**config.mk**
```make
export PLATFORM = sky130hd
export DESIGN_NAME = b2sram_core
export DESIGN_NICKNAME = d
export VERILOG_FILES = /design/src/rtl/b2sram_pkg.sv /design/src/rtl/b2sram_cmd.sv /design/src/rtl/b2sram_array.sv /design/src/rtl/b2sram_rdpipe.sv /design/src/rtl/b2sram_core.sv
export SDC_FILE = /design/constraint.sdc
export NUM_CORES = 1
export LEC_CHECK = 0
export BUFFER_PORTS_ARGS = -buffer_cell sky130_fd_sc_hd__buf_2
export CORE_ASPECT_RATIO = 0.5
export CORE_MARGIN = 2
export CORE_UTILIZATION = 40
export CTS_BUF_LIST = sky130_fd_sc_hd__clkbuf_8
export CTS_CLUSTER_DIAMETER = 60
export DETAILED_ROUTE_END_ITERATION = 8
export PLACE_DENSITY = 0.65
export SLEW_MARGIN = 40
export SYNTH_ARGS = -nofsm -noshare
export SYNTH_HDL_FRONTEND = slang
export SYNTH_SLANG_ARGS = --single-unit
```
**constraint.sdc**
```tcl
create_clock -name clk -period 2.7 [get_ports clk]
set_clock_uncertainty 0.05 [all_clocks]
set_input_delay 0.54 -clock clk [delete_from_list [all_inputs] [get_ports clk]]
set_output_delay 0.54 -clock clk [all_outputs]
set_load 0.03 [all_outputs]
```
**src/rtl/b2sram_pkg.sv**
```systemverilog
package b2sram_pkg;
  localparam int unsigned LANE_W = 9;

  typedef enum logic [1:0] {
    OP_IDLE  = 2'd0,
    OP_READ  = 2'd1,
    OP_WRITE = 2'd2
  } op_e;

  function automatic op_e decode_op(input logic load_n, input logic rw);
    if (load_n) return OP_IDLE;
    return rw ? OP_READ : OP_WRITE;
  endfunction
endpackage

```
**src/rtl/b2sram_cmd.sv**
```systemverilog
// Command capture: read request goes straight to the array, write waits one
// cycle for its data beats.
module b2sram_cmd #(
  parameter int unsigned ADDR_W = 5,
  localparam int unsigned ROW_W = ADDR_W - 1
) (
  input  logic              clk,
  input  logic              rst,
  input  logic              load_n,
  input  logic              rw,
  input  logic [ADDR_W-1:0] addr,
  output logic              rd_req,
  output logic [ROW_W-1:0]  rd_row,
  output logic              rd_vld_q,
  output logic              rd_a0_q,
  output logic              wr_en,
  output logic [ADDR_W-1:0] wr_addr
);
  import b2sram_pkg::*;

  op_e op;

  always_comb begin
    op     = decode_op(load_n, rw);
    rd_req = (op == OP_READ);
    rd_row = addr[ADDR_W-1:1];
  end

  always_ff @(posedge clk) begin
    if (rst) begin
      rd_vld_q <= 1'b0;
      rd_a0_q  <= 1'b0;
      wr_en    <= 1'b0;
      wr_addr  <= '0;
    end else begin
      rd_vld_q <= (op == OP_READ);
      if (op == OP_READ) rd_a0_q <= addr[0];
      wr_en <= (op == OP_WRITE);
      if (op == OP_WRITE) wr_addr <= addr;
    end
  end
endmodule

```
**src/rtl/b2sram_array.sv**
```systemverilog
// Storage split into two banks (address bit 0) times LANES lanes, each a
// simple read-first RAM, plus a same-edge write-to-read bypass per lane.
module b2sram_array #(
  parameter int unsigned ADDR_W = 5,
  parameter int unsigned LANES  = 2,
  localparam int unsigned ROW_W = ADDR_W - 1,
  localparam int unsigned ROWS  = 1 << ROW_W,
  localparam int unsigned DW    = LANES * b2sram_pkg::LANE_W
) (
  input  logic                 clk,
  input  logic                 rst,
  input  logic                 rd_req,
  input  logic [ROW_W-1:0]     rd_row,
  input  logic                 wr_en,
  input  logic [ADDR_W-1:0]    wr_addr,
  input  logic [DW-1:0]        wd0,
  input  logic [DW-1:0]        wd1,
  input  logic [LANES-1:0]     wbe0_n,
  input  logic [LANES-1:0]     wbe1_n,
  output logic [1:0][DW-1:0]   q
);
  import b2sram_pkg::*;

  logic [ROW_W-1:0] wr_row;
  assign wr_row = wr_addr[ADDR_W-1:1];

  for (genvar b = 0; b < 2; b++) begin : g_bank
    // beat 0 lands in the bank named by the address low bit
    logic takes_beat0;
    assign takes_beat0 = (wr_addr[0] == 1'(b));

    for (genvar l = 0; l < LANES; l++) begin : g_lane
      logic [LANE_W-1:0] mem [ROWS];
      logic [LANE_W-1:0] rd_q;
      logic [LANE_W-1:0] byp_q;
      logic [LANE_W-1:0] wdat;
      logic              wen;
      logic              byp_hit;

      always_comb begin
        wdat = takes_beat0 ? wd0[l*LANE_W +: LANE_W] : wd1[l*LANE_W +: LANE_W];
        wen  = wr_en & ~(takes_beat0 ? wbe0_n[l] : wbe1_n[l]);
      end

      always_ff @(posedge clk) begin
        if (wen) mem[wr_row] <= wdat;
        if (rd_req) rd_q <= mem[rd_row];
      end

      always_ff @(posedge clk) begin
        if (rst) begin
          byp_hit <= 1'b0;
          byp_q   <= '0;
        end else begin
          byp_hit <= rd_req & wen & (wr_row == rd_row);
          if (rd_req) byp_q <= wdat;
        end
      end

      assign q[b][l*LANE_W +: LANE_W] = byp_hit ? byp_q : rd_q;
    end
  end
endmodule

```
**src/rtl/b2sram_rdpipe.sv**
```systemverilog
// Orders the two words into beats, delays them, selects the output
// reference tap and runs the echo pair.
module b2sram_rdpipe #(
  parameter int unsigned DW       = 18,
  parameter int unsigned RD_EXTRA = 1,
  localparam int unsigned DEPTH   = RD_EXTRA + 2
) (
  input  logic               clk,
  input  logic               rst,
  input  logic               vld_in,
  input  logic               a0_in,
  input  logic [1:0][DW-1:0] q,
  input  logic               oref_tied,
  output logic               rd_valid,
  output logic [DW-1:0]      rd_rise,
  output logic [DW-1:0]      rd_fall,
  output logic               echo_p,
  output logic               echo_n
);
  logic [DEPTH-1:0]          pv;
  logic [DEPTH-1:0][DW-1:0]  pr;
  logic [DEPTH-1:0][DW-1:0]  pf;

  always_ff @(posedge clk) begin
    if (rst) begin
      pv <= '0;
      pr <= '0;
      pf <= '0;
    end else begin
      pv[0] <= vld_in;
      pr[0] <= vld_in ? q[a0_in]  : '0;
      pf[0] <= vld_in ? q[~a0_in] : '0;
      for (int i = 1; i < DEPTH; i++) begin
        pv[i] <= pv[i-1];
        pr[i] <= pr[i-1];
        pf[i] <= pf[i-1];
      end
    end
  end

  // output clocks in use add the last stage
  always_comb begin
    if (oref_tied) begin
      rd_valid = pv[DEPTH-2];
      rd_rise  = pr[DEPTH-2];
      rd_fall  = pf[DEPTH-2];
    end else begin
      rd_valid = pv[DEPTH-1];
      rd_rise  = pr[DEPTH-1];
      rd_fall  = pf[DEPTH-1];
    end
  end

  always_ff @(posedge clk) begin
    if (rst) begin
      echo_p <= 1'b0;
      echo_n <= 1'b1;
    end else begin
      echo_p <= ~echo_p;
      echo_n <= ~echo_n;
    end
  end
endmodule

```
**src/rtl/b2sram_core.sv**
```systemverilog
module b2sram_core #(
  parameter int unsigned ADDR_W   = 5,
  parameter int unsigned LANES    = 2,
  parameter int unsigned RD_EXTRA = 1,
  localparam int unsigned DW      = LANES * b2sram_pkg::LANE_W
) (
  input  logic              clk,
  input  logic              rst,
  input  logic              load_n,
  input  logic              rw,
  input  logic [ADDR_W-1:0] addr,
  input  logic [DW-1:0]     wd_rise,
  input  logic [DW-1:0]     wd_fall,
  input  logic [LANES-1:0]  wbe_rise_n,
  input  logic [LANES-1:0]  wbe_fall_n,
  input  logic              oref_tied,
  output logic              rd_valid,
  output logic [DW-1:0]     rd_rise,
  output logic [DW-1:0]     rd_fall,
  output logic              echo_p,
  output logic              echo_n
);
  logic                rd_req;
  logic [ADDR_W-2:0]   rd_row;
  logic                rd_vld_q;
  logic                rd_a0_q;
  logic                wr_en;
  logic [ADDR_W-1:0]   wr_addr;
  logic [1:0][DW-1:0]  bank_q;

  b2sram_cmd #(.ADDR_W(ADDR_W)) u_cmd (
    .clk(clk), .rst(rst), .load_n(load_n), .rw(rw), .addr(addr),
    .rd_req(rd_req), .rd_row(rd_row), .rd_vld_q(rd_vld_q), .rd_a0_q(rd_a0_q),
    .wr_en(wr_en), .wr_addr(wr_addr)
  );

  b2sram_array #(.ADDR_W(ADDR_W), .LANES(LANES)) u_array (
    .clk(clk), .rst(rst), .rd_req(rd_req), .rd_row(rd_row),
    .wr_en(wr_en), .wr_addr(wr_addr), .wd0(wd_rise), .wd1(wd_fall),
    .wbe0_n(wbe_rise_n), .wbe1_n(wbe_fall_n), .q(bank_q)
  );

  b2sram_rdpipe #(.DW(DW), .RD_EXTRA(RD_EXTRA)) u_rdpipe (
    .clk(clk), .rst(rst), .vld_in(rd_vld_q), .a0_in(rd_a0_q), .q(bank_q),
    .oref_tied(oref_tied), .rd_valid(rd_valid), .rd_rise(rd_rise),
    .rd_fall(rd_fall), .echo_p(echo_p), .echo_n(echo_n)
  );
endmodule

```
; Word level (Yosys, flattened, before mapping)
; Memories as Yosys holds them, arrays and structs flattened. A register that Yosys moved wholly into a read port is not among the register bits.
; Index checks and enable logic that the tools add are counted.
[word_totals]
output_inout_bits = 39
in_bits = 50
word_cells = 82
ram_bits = 576
mem_count = 4
regBits = 161
[classes]
n_eq_ne = 3
bitwise = 20
reduce_logical = 1
order_cmp = 2
mux = 31
[memory_table]
columns = memory, words, width, read_ports, rd_ports_with_merged_regs, write_ports, line
row1 = u_array.g_bank[0].g_lane[0].mem, 16, 9, 1, 1, 1, b2sram_array.sv:33  ; logic [LANE_W-1:0] mem [ROWS];
row2 = u_array.g_bank[0].g_lane[1].mem, 16, 9, 1, 1, 1, b2sram_array.sv:33
row3 = u_array.g_bank[1].g_lane[0].mem, 16, 9, 1, 1, 1, b2sram_array.sv:33
row4 = u_array.g_bank[1].g_lane[1].mem, 16, 9, 1, 1, 1, b2sram_array.sv:33
[ops]
columns = cell, count
row1 = 18-bit 2-to-1 mux, 6
row2 = 9-bit 2-to-1 mux, 8
row3 = 1-bit 2-to-1 mux, 14
row4 = 1-bit AND, 12
row5 = 1-bit inverter, 8
row6 = 2-bit 2-to-1 mux, 3
row7 = 4-bit == test, 1
row8 = 1-bit by 2-bit < comparator with 1-bit output (second input constant), 2
row9 = 2-bit by 1-bit == test with 1-bit output (second input constant), 1
row10 = 2-bit == test (second input constant), 1
row11 = 2-bit OR reduction, 1

; Depth between registers and ports, before layout
[depth]
word_depth = 5
mapped_depth = 6
mapped_depth_nobuf = 4

; Hierarchy
; A second synthesis with hierarchy kept.
[unflattened]
hier_cells = 1588
area_unflattened_um2 = 29579.6
[by_module_without_submodules]
columns = module, area_per_inst_um2, cells_per_inst, seq_area_each_um2, n_inst
row1 = b2sram_array, 25248.0, 1232, 19178.4, 1
row2 = b2sram_rdpipe, 3985.1, 320, 2262.2, 1
row3 = b2sram_cmd, 346.6, 36, 160.2, 1

; Worst setup path before layout
; Ideal clock, no wire load.
[synth_timing]
path_type = input -> register
startpoint = input port load_n
endpoint = register u_array.g_bank[0].g_lane[0].rd_q[0] (read register of u_array.g_bank[0].g_lane[0].mem), enable pin
path_buffers = 1
required_time_ns = 2.235
arrival_time_ns = 1.959
path_stages = 3
slack_ns = 0.276
setup_time_ns = 0.415
cell_sequence = nand2b_1 -> inv_1 -> clkbuf_1
[synth_via]
elab_chain_len = 3
[synth_lines]
columns = element, line
row1 = "start, declared", b2sram_core.sv:9  ; input logic load_n,
row2 = 1-bit 2-to-1 mux, b2sram_pkg.sv:11  ; if (load_n) return OP_IDLE;
row3 = 2-bit 2-to-1 mux, b2sram_pkg.sv:12  ; return rw ? OP_READ : OP_WRITE;
row4 = 2-bit by 1-bit == test with 1-bit output, b2sram_cmd.sv:25  ; rd_req = (op == OP_READ);
row5 = "end, declared", b2sram_array.sv:34  ; logic [LANE_W-1:0] rd_q;
; Every way passes these cells.
; A chain may end at the register's enable or synchronous reset.

; Worst setup path after layout
[layout_timing]
startpoint = register u_rdpipe.pf[33] (netlist bit)
endpoint = output port rd_fall[15]
[layout_via]
elab_chain_len = 1
[layout_lines]
columns = element, line
row1 = "start, declared", b2sram_rdpipe.sv:22  ; logic [DEPTH-1:0][DW-1:0] pf;
row2 = "start signal, assigned by index", b2sram_rdpipe.sv:36  ; pf[i] <= pf[i-1];
row3 = 18-bit 2-to-1 mux, b2sram_rdpipe.sv:43  ; if (oref_tied) begin
row4 = "end, declared", b2sram_core.sv:19  ; output logic [DW-1:0] rd_fall,
; Every way passes these cells.

==> results.txt <==
The flow ran to the end, and the final reports show no timing, DRC or antenna violations. The cell family contributing the most delay on the critical path is flip-flops. The end-of-flow core utilization came out at 46.9%. The worst hold path belongs to the class input pin to register. The portion of the clock cycle consumed by the worst path in the final layout is 79.0%.

The total setup violations reported at the end of the flow is 0. After clock tree synthesis, the flow added hold-fix buffers numbering 3. The root buffer cell chosen for the clock tree is sky130_fd_sc_hd__clkbuf_8. The number of iterations in the first detailed-routing pass came out at 5. Setup repair after global routing left no endpoint under its margin. The slowest stage of the critical path belongs to the cell sky130_fd_sc_hd__dfxtp_1. The arrival time at the worst endpoint is 1540 ps. The switching power as a share of total power is 22.5%. The routed length on met1 came out at 29000 microns. The clock reaches the later pin of the worst-skew pair after 740 ps. The worst-case hold slack came out at 73.6 ps. After synthesis, flip-flops and latches occupy 74.0% of the total area. The post-layout instance count excluding filler cells came out at 2902. The power dissipated by switching net loads came out at 5.14 mW. At the end of the flow, the number of nets in the layout was 1906.

The static leakage came out at 11.6 nW. The horizontal die dimension came out at 386 microns. The detailed-routed wire length on met2 is 33200 microns. Entering global routing, the biggest net connects 69 pins. In the detailed route, the total length drawn on met3 is 5130 microns. The post-synthesis area per instance is 17.8 sq um. In the final timing run, aggregate negative setup slack is 0 ps.

The full die area is 75300 sq um. In the routed design, unresolved DRC markers number 0. The actual transition at the worst max-transition pin is 911 ps.

The post-DP HPWL is 43100 microns. The count of port buffers added during placement came out at 88. The relative contribution of sequential cells to total power is 57.2%. The signal on the critical path passes through mux2_2, buf_2. The relative slew slack is 39.2%. The net count after synthesis came out at 1691. The required time of the critical path came out at 2110 ps. For this block, the initial DRC count from the detailed router was 1592. The fraction of layout cells with a size suffix above 1 is 28.9%. The summed instance area of the synthesized netlist is 29200 sq um.

The vertical die dimension is 195 microns. The weighted congestion at the end of routability-driven global placement came out at 0.797. The count of H-tree levels built during CTS is 3. The top-area cell type share of the netlist area came out at 62.9%. The starting utilization of the core area is 40.8%. Global routing finished with a remaining overflow of 0.

The buffers inserted during post-CTS setup optimization is 0. The number of register bits inferred by synthesis is 773. The count of distinct cell types in the synthesized netlist is 27.

STA classifies the critical path endpoint as a primary output. The internal power consumption came out at 17.7 mW. Together, buffers and inverters on the worst path number 1. The sink count of the clock tree came out at 773.

The Yosys step of the flow raised 0 warnings. The power density of the placed cells came out at 679 nW/um^2. The final number of max-transition violations is 0. The top-level port count came out at 89. The total track usage came out at 18.3%. The post-cts repair resize count is 0.

The layout-stage area growth over the synthesis result came out at 15.0%. The combinational share of power came out at 5.4%. The number of global-route vias before repair came out at 15611. The initial antenna violation count came out at 3. The post-detailed-route count of antenna-violating nets came out at 0. Routed signal wires occupy layers up through met4. The routed length per instance is 23.6 microns. Across the run, the number of max-cap violations was 0. The critical path is of the register to primary output type.

The highest ir drop seen on vdd came out at 342 uV. The delay of the slowest critical-path stage came out at 350 ps. The worst setup path is launched from a register. The cell count after synthesis came out at 1641.

The deepest clock path buffer count is 3. The minimum clock period after layout is 2130 ps. Row generation in the floorplan step produced 69 rows. The average vias per placed instance is 5.36.

Of all nets on the critical path, the largest fanout is 2. The detailed-route wire length came out at 68500 microns. The achievable frequency is 469 MHz. The share of total power in the clock network is 37.4%. The clock transition at the registers of the reported paths is 70 ps. Of all cell types, the one taking the most synthesized area is sky130_fd_sc_hd__edfxtp_1. Counting tap cells, the placed design contains a total of 2701 instances. TritonCTS built the clock tree. The count of endpoints failing hold in the final timing report is 0. The total clock buffers created by CTS came out at 108.

By area the synthesized netlist is led by sky130_fd_sc_hd__edfxtp_1 63%, sky130_fd_sc_hd__mux4_2 11%, sky130_fd_sc_hd__dfxtp_1 11%. The first-pass GRT wire length is 102000 microns. The area of the core is 71700 sq um.

The detailed-route via count is 15552.
layer usage:
layer	track usage (%)	up-vias
met5	0	-
met4	4.18	0
met2	30.0	609
li1	-	6831
met3	3.57	106
met1	25.3	8006
through the flow:
stage                     setup slack [ps]  power [mW]  cell area (sq um)
after floorplan                        276        14.1              29200
after global placement                 329        14.5              31500
after detailed placement               314        14.5              31500
after CTS                              521        23.0              33600
after global routing                   484        23.6              33600
final                                  566        22.8              33600
cells in the final DEF (no fill, tap or decap), types with 55 or more instances in the layout:
master / netlist / final
sky130_fd_sc_hd__edfxtp_1: 612 / 612
sky130_fd_sc_hd__dfxtp_1: 161 / 160
sky130_fd_sc_hd__mux4_2: 144 / 144
sky130_fd_sc_hd__nor2_1: 142 / 141
sky130_fd_sc_hd__clkbuf_8: 0 / 124
sky130_fd_sc_hd__nor2b_1: 98 / 96
sky130_fd_sc_hd__buf_4: 8 / 95
sky130_fd_sc_hd__nand2_1: 92 / 92
sky130_fd_sc_hd__buf_2: 25 / 85
sky130_fd_sc_hd__mux2_2: 73 / 73
sky130_fd_sc_hd__a22oi_1: 72 / 72
sky130_fd_sc_hd__inv_1: 1 / 55
flip-flops by register name (all words and copies together), names as in the netlist:
name / flops
u_array.g_bank.g_lane.mem: 576
u_rdpipe.pf: 54
u_rdpipe.pr: 54
u_array.g_bank.g_lane.byp_q: 36
u_array.g_bank.g_lane.rd_q: 36
u_cmd.wr_addr: 5
u_array.g_bank.g_lane.byp_hit: 4
u_rdpipe.pv: 3
u_cmd.rd_a0_q: 1
u_cmd.rd_vld_q: 1
u_cmd.wr_en: 1
u_rdpipe.echo_n: 1
u_rdpipe.echo_p: 1
cell type report:
cell class	instances	area [sq um]
Fill cell	6040	38100
Clock inverter	73	327
Multi-Input combinational cell	766	7170
Antenna cell	1	2.50
Timing Repair Buffer	204	1580
Clock buffer	124	1710
Inverter	3	11.3
Tap cell	958	1200
Sequential cell	773	21600
worst min-delay path: cells and delay by family:
kind | cells | cell delay [ps]
compound gates | 1 | 50
buf+inv | 1 | 140
simple gates | 1 | 60
worst paths after layout:
check,cells past startpoint,slack [ps],end,startpoint
worst min-delay path,3,70,u_cmd.wr_addr[3],addr[3]
worst max-delay path,2,570,rd_fall[15],u_rdpipe.pf[33]
worst max register to register,4,740,u_array.g_bank[0].g_lane[0].mem[13][4],u_cmd.wr_addr[1]
worst min register to register,1,340,u_rdpipe.echo_n,u_rdpipe.echo_n
power groups by stage:
stage                     Combinational, mW  Clock, mW  Sequential (mW)
final                                  1.24       8.52             13.1
after global routing                   1.33       9.23             13.1
after CTS                              1.25       8.71             13.1
after detailed placement               1.24          0             13.3
after global placement                 1.21          0             13.3
after floorplan                       0.779          0             13.3
cell usage after synthesis:
cell                       number
sky130_fd_sc_hd__a21oi_1        6
sky130_fd_sc_hd__a22oi_1       72
sky130_fd_sc_hd__and2_1        19
sky130_fd_sc_hd__buf_1         13
sky130_fd_sc_hd__buf_2         25
sky130_fd_sc_hd__buf_4          8
sky130_fd_sc_hd__clkbuf_1      53
sky130_fd_sc_hd__clkinv_1       1
sky130_fd_sc_hd__dfxtp_1      161
sky130_fd_sc_hd__edfxtp_1     612
sky130_fd_sc_hd__inv_1          1
sky130_fd_sc_hd__inv_2          1
sky130_fd_sc_hd__mux2_2        73
sky130_fd_sc_hd__mux2i_1       22
sky130_fd_sc_hd__mux4_2       144
sky130_fd_sc_hd__nand2_1       92
sky130_fd_sc_hd__nand2b_1       3
sky130_fd_sc_hd__nand3_1        7
sky130_fd_sc_hd__nand4_1        1
sky130_fd_sc_hd__nor2_1       142
sky130_fd_sc_hd__nor2b_1       98
sky130_fd_sc_hd__nor3_1        41
sky130_fd_sc_hd__o21ai_0        5
sky130_fd_sc_hd__o311a_1       36
sky130_fd_sc_hd__or3_1          1
sky130_fd_sc_hd__xnor2_1        3
sky130_fd_sc_hd__xor2_1         1
kinds of logic after synthesis:
group                  Yosys count  share of synthesized area [%]
multiplexers                   239                           14.7
XOR/XNOR                         4                          0.120
AO/OA/AOI/OAI                  119                           3.27
flip-flops                     773                           74.0
AND/OR/NAND/NOR                404                           6.44
buffers and inverters          102                           1.52
Power figures use the tool's default switching activity.
